### config.mk
export PLATFORM = sky130hd
export DESIGN_NAME = sparse_xlate_top
export DESIGN_NICKNAME = d
export VERILOG_FILES = /design/src/rtl/sparse_xlate_pkg.sv /design/src/rtl/sparse_ext_reg.sv /design/src/rtl/sparse_lane_enc.sv /design/src/rtl/sparse_space_dec.sv /design/src/rtl/sparse_xlate_top.sv
export SDC_FILE = /design/constraint.sdc
export NUM_CORES = 1
export LEC_CHECK = 0
export ABC_AREA = 1
export BUFFER_PORTS_ARGS = -buffer_cell sky130_fd_sc_hd__buf_2
export CAP_MARGIN = 20
export CORE_ASPECT_RATIO = 0.9
export CORE_UTILIZATION = 25
export CTS_CLUSTER_SIZE = 14
export DETAILED_ROUTE_END_ITERATION = 10
export GPL_TIMING_DRIVEN = 0
export MAX_ROUTING_LAYER = met4
export PLACE_DENSITY_LB_ADDON = 0.25
export SYNTH_ARGS = -nofsm -noshare
export SYNTH_HDL_FRONTEND = slang
export SYNTH_SLANG_ARGS = --single-unit
### constraint.sdc
create_clock -name clk -period 2.42 [get_ports clk]
set_input_delay 0.363 -clock clk [delete_from_list [all_inputs] [get_ports clk]]
set_output_delay 0.363 -clock clk [all_outputs]
set_load 0.01 [all_outputs]
### src/rtl/sparse_xlate_pkg.sv
package sparse_xlate_pkg;

  localparam int NSPACE = 4;
  localparam int CPU_AW = 40;
  localparam int PCI_AW = 32;
  localparam int QW_LSB = 7;

  typedef enum logic [2:0] {
    SPC_NONE = 3'd0,
    SPC_MEMA = 3'd1,
    SPC_MEMB = 3'd2,
    SPC_MEMC = 3'd3,
    SPC_IO   = 3'd4
  } space_e;

  // PCI offset width of each window
  function automatic int space_ofs_w(input int idx);
    case (idx)
      0:       return 29;
      1:       return 27;
      2:       return 26;
      default: return 25;
    endcase
  endfunction

  function automatic logic [CPU_AW-1:0] space_base(input int idx);
    case (idx)
      0:       return 40'h80_0000_0000;
      1:       return 40'h84_0000_0000;
      2:       return 40'h85_0000_0000;
      default: return 40'h85_8000_0000;
    endcase
  endfunction

  function automatic bit space_uses_ext(input int idx);
    return (idx != 3);
  endfunction

  // lowest PCI bit that any window takes from the extension register
  function automatic int ext_lsb();
    int m;
    m = PCI_AW;
    for (int i = 0; i < NSPACE; i++)
      if (space_uses_ext(i) && space_ofs_w(i) < m) m = space_ofs_w(i);
    return m;
  endfunction

  localparam int EXT_LSB = ext_lsb();
  localparam int EXT_W   = PCI_AW - EXT_LSB;

endpackage

### src/rtl/sparse_ext_reg.sv
module sparse_ext_reg
  import sparse_xlate_pkg::*;
(
  input  logic             clk,
  input  logic             rst_n,
  input  logic             we,
  input  logic [EXT_W-1:0] wdata,
  output logic [EXT_W-1:0] q
);

  logic [EXT_W-1:0] q_nxt;

  always_comb begin
    q_nxt = q;
    if (we) q_nxt = wdata;
  end

  always_ff @(posedge clk or negedge rst_n) begin
    if (!rst_n) q <= '0;
    else        q <= q_nxt;
  end

endmodule

### src/rtl/sparse_lane_enc.sv
module sparse_lane_enc (
  input  logic [1:0] size_code,
  input  logic [1:0] lane,
  output logic [3:0] be_n,
  output logic       overrun
);

  logic [2:0] last_lane;
  logic [7:0] span;

  always_comb begin
    last_lane = {1'b0, lane} + {1'b0, size_code};
    overrun   = last_lane[2];
    span      = (8'd2 << size_code) - 8'd1;
    span      = span << lane;
    be_n      = overrun ? 4'hF : ~span[3:0];
  end

endmodule

### src/rtl/sparse_space_dec.sv
module sparse_space_dec
  import sparse_xlate_pkg::*;
(
  input  logic [CPU_AW-1:QW_LSB] qw_addr,
  input  logic [EXT_W-1:0]       ext,
  output logic                   hit,
  output space_e                 space,
  output logic [PCI_AW-1:0]      pci_addr
);

  logic [NSPACE-1:0] win_hit;
  logic [PCI_AW-1:0] win_addr [NSPACE];

  for (genvar g = 0; g < NSPACE; g++) begin : g_win
    localparam int OW = space_ofs_w(g);
    localparam int HI = OW + 5;
    localparam logic [CPU_AW-1:0] BASE = space_base(g);
    logic [PCI_AW-OW-1:0] upper;

    assign win_hit[g] = (qw_addr[CPU_AW-1:HI] == BASE[CPU_AW-1:HI]);

    if (space_uses_ext(g)) begin : g_ext
      assign upper = ext[EXT_W-1:OW-EXT_LSB];
    end else begin : g_zero
      assign upper = '0;
    end

    assign win_addr[g] = {upper, qw_addr[OW+4:QW_LSB], 2'b00};
  end

  always_comb begin
    hit      = 1'b0;
    space    = SPC_NONE;
    pci_addr = '0;
    for (int i = NSPACE - 1; i >= 0; i--) begin
      if (win_hit[i]) begin
        hit      = 1'b1;
        space    = space_e'(3'(i + 1));
        pci_addr = win_addr[i];
      end
    end
  end

endmodule

### src/rtl/sparse_xlate_top.sv
module sparse_xlate_top
  import sparse_xlate_pkg::*;
(
  input  logic              clk,
  input  logic              rst_n,
  input  logic              req_valid,
  input  logic              req_write,
  input  logic [39:0]       req_addr,
  input  logic              csr_we,
  input  logic [5:0]        csr_wdata,
  output logic              res_valid,
  output logic              res_write,
  output logic [31:0]       res_addr,
  output logic [3:0]        res_be,
  output logic [2:0]        res_space,
  output logic              res_err
);

  logic [1:0] rst_sync;
  logic       rst_sync_n;

  always_ff @(posedge clk or negedge rst_n) begin
    if (!rst_n) rst_sync <= 2'b00;
    else        rst_sync <= {rst_sync[0], 1'b1};
  end
  assign rst_sync_n = rst_sync[1];

  logic [EXT_W-1:0] ext_q;

  sparse_ext_reg u_ext (
    .clk   (clk),
    .rst_n (rst_sync_n),
    .we    (csr_we),
    .wdata (csr_wdata),
    .q     (ext_q)
  );

  logic              dec_hit;
  space_e            dec_space;
  logic [PCI_AW-1:0] dec_addr;

  sparse_space_dec u_dec (
    .qw_addr  (req_addr[CPU_AW-1:QW_LSB]),
    .ext      (ext_q),
    .hit      (dec_hit),
    .space    (dec_space),
    .pci_addr (dec_addr)
  );

  logic [3:0] enc_be;
  logic       enc_overrun;

  sparse_lane_enc u_enc (
    .size_code (req_addr[4:3]),
    .lane      (req_addr[6:5]),
    .be_n      (enc_be),
    .overrun   (enc_overrun)
  );

  logic              err_nxt;
  logic [PCI_AW-1:0] addr_nxt;
  logic [3:0]        be_nxt;

  always_comb begin
    err_nxt  = !dec_hit || (req_addr[2:0] != 3'b000) || enc_overrun;
    addr_nxt = err_nxt ? '0    : dec_addr;
    be_nxt   = err_nxt ? 4'hF  : enc_be;
  end

  always_ff @(posedge clk or negedge rst_sync_n) begin
    if (!rst_sync_n) res_valid <= 1'b0;
    else             res_valid <= req_valid;
  end

  always_ff @(posedge clk or negedge rst_sync_n) begin
    if (!rst_sync_n) begin
      res_write <= 1'b0;
      res_addr  <= '0;
      res_be    <= 4'hF;
      res_space <= SPC_NONE;
      res_err   <= 1'b0;
    end else if (req_valid) begin
      res_write <= req_write;
      res_addr  <= addr_nxt;
      res_be    <= be_nxt;
      res_space <= dec_space;
      res_err   <= err_nxt;
    end
  end

endmodule

==> results_dict.tcl <==
set metrics [dict create \
    gr-total-overflow 0 \
    yosys-top-cells-area "dfrtp_1 53%, nand2_1 17%, dfstp_2 5.0%" \
    io_pins 93 \
    max_freq_mhz 751 \
    fp-row-count 31 \
    tns_ns 0 \
    critical_path.max_stage_delay_ns 0.20 \
    critPathLaunch "req_addr[6]" \
    clock_path_buffers 2 \
    netlist_area_um2 2100 \
    port-buffer-count 89 \
    grt_pass1_wl_mm 7.85 \
    hold_viol 0 \
    first_iter_violations 51 \
    start_util_pct 26.0 \
    synth_top_area_share_pct 52.5 \
    crit_chain "buf_2, ha_1, nor2_1, nand3_1, a21oi_4, nand2_4, nand2_4, buf_6, nand2_2, nand2_1" \
    htreeDepth 2 \
    regArea_um2 1210 \
    fin_crit_sh_pct 55.0 \
    crit_path_start_kind "primary input" \
    crit_path_end_kind "flop" \
    timing.rr.start "u_ext.q[0]" \
    area_delta_synth_final_pct 32.7 \
    n_antenna_cell 0 \
    cts_tree "yes" \
    synth_seq_cells 48 \
    r2r_setup_slack_ns 1.56 \
    fin_crit_ns 1.33 \
    path_clk_slew_ns 0.08 \
    nets 383 \
    setup_violations 0 \
    p_leak_uw 0.00163 \
    path_max_fanout 10 \
    multi_input_area_um2 769 \
    cp.arrival_ns 1.56 \
    core_um2 8070 \
    nFillCells 856 \
    peakVddDrop_uv 191 \
    drc 9 \
    clock_latency_ns 0.29 \
    synth_cells 232 \
    cts_root_buffer "clkbuf_8" \
    synth_area_per_cell_um2 9.03 \
    vias_per_cell 4.00 \
    grt_max_degree 36 \
    grt_use_total_pct 12.0 \
    final_util_pct 34.5 \
    wl_mm 4.87 \
    status "complete, but fails checks" \
    critPathKind "in -> reg" \
    die_h_um 88.9 \
    slew_viol_final 0 \
    endpoint "res_addr[13]" \
    grt_pass1_vias 1625 \
    antenna_found_initial 0 \
    detail_route.wl_per_cell_um 11.3 \
    violations "design-rule violations" \
    power.density_nw_per_um2 511 \
    yosysTopAreaCell "dfrtp_1" \
    dieArea_um2 8750 \
    drtPass1Iterations 7 \
    cts_resized 0 \
    drive_gt1_share_pct 39.2 \
    drv_cap 0 \
    vias 1726 \
    cts_buffers 5 \
    min_path_type "reg -> async" \
    crit_required_ns 2.65 \
    dp_hpwl_mm 3.72 \
    cts.sinks 48 \
    r2r_cells 4 \
    die_x_um 98.5 \
    rsz0062_at_grt "no" \
    ys_warn_count 0 \
    synth_cell_types 27 \
    gp_congestion 0.747 \
    skew_ns 0.00394 \
    r2r_end "res_addr[26]" \
    cpMaxStageDelayCell "a21oi_4" \
    synth_seq_area_share_pct 57.6 \
    crit_top_cell "nand2_4" \
    ant_nets 0 \
]
[flip-flops by register name, summed over array words and instances, names as in the netlist]
name	flops
res_addr	30
u_ext.q	6
res_be	4
res_space	3
rst_sync	2
res_err	1
res_valid	1
res_write	1
[final cells by class]
cell class                 count  area share (%)
buffer                        10            2.43
clock buffer                   8            2.88
inverter                      15            2.03
multi-input combinational    160            27.7
sequential                    48            43.4
tap                           99            4.46
timing repair buffer          91            17.1
[cell families (layout without fill, tap and decap cells)]
group	after synthesis	in the layout	share of synthesized area, %
AO/OA/AOI/OAI	20	20	5.55
adder cells (fa/ha/maj)	1	1	0.597
buffers and inverters	25	124	5.91
flip-flops	48	48	57.6
multiplexers	3	3	1.61
other	2	3	0.358
AND/OR/NAND/NOR	133	133	28.4
[critical path, delay by kind of cell]
family                   cells  cell delay, ns
adder cells (fa/ha/maj)      1            0.18
AO/OA/AOI/OAI                1            0.20
AND/OR/NAND/NOR              6            0.52
buffers and inverters        2            0.30
[metal layers]
layer | wire length [um] | vias up | share of wire (%) | global-route usage (%)
li1 | - | 904 | - | -
met1 | 2370 | 768 | 49 | 15.1
met2 | 2210 | 52 | 45 | 18.9
met3 | 267 | 2 | 5.5 | 3.40
met4 | 26 | 0 | 0.53 | 3.26
met5 | 0 | - | 0 | -
[through the flow]
step           power [uW]  instance area, um2  hold WS, ns  instances  setup slack (ns)
2_1_floorplan         905                2100       0.0674        233             0.992
3_3_place_gp          974                2670        0.150        421             0.306
3_5_place_dp          980                2690        0.151        422             0.756
4_1_cts              1460                2780        0.176        431              1.07
5_1_grt              1510                2780        0.195        431             0.973
6_report             1420                2780        0.161        431              1.09
[worst min-delay path by stage]
stage,start,endpoint,slack (ns),depth (start not counted)
after floorplan,rst_n,rst_sync[0],0.07,0
after global placement,rst_n,rst_sync[1],0.15,1
after detailed placement,rst_n,rst_sync[0],0.15,1
after CTS,rst_sync[1],res_addr[8],0.18,0
after global routing,rst_sync[1],res_addr[8],0.19,0
final,rst_sync[1],res_addr[8],0.16,0
[cell usage after synthesis, drive strengths merged]
cell and n:
nand2 107, dfrtp 44, nor2 20, inv 15, o21ai 12, buf 6
a21oi 5, clkbuf 4, dfstp 4, mux2 3, nand3 3, a31oi 2
conb 2, a22oi 1, and3 1, ha 1, nand4 1, nor3 1
[report_power, final]
part | switching, uW | internal [uW] | total (uW) | leakage [uW]
sequential | 10.5 | 818 | 829 | 0.000627
combinational | 73.5 | 58.2 | 132 | 0.000965
clock | 253 | 206 | 459 | 0.0000395
total | 337 | 1080 | 1420 | 0.00163
[cells in the final DEF (no fill, tap or decap), types with 2 or more instances in the layout]
cell type,instances
a21oi_1,4
a31oi_1,2
buf_2,89
buf_4,2
buf_6,3
clkbuf_1,7
clkbuf_8,5
conb_1,3
dfrtp_1,43
dfstp_2,4
inv_1,14
mux2_2,3
nand2_1,93
nand2_2,11
nand2_4,3
nand3_2,2
nor2_1,18
o21ai_0,12
[repair_timing]
action | CTS | global route
hold endpoints to repair | 2 | 0
setup buffers | 0 | 0
setup endpoints to repair | 0 | 0
hold buffers | 1 | 0
Note: power is estimated with default switching activity, not from simulation.
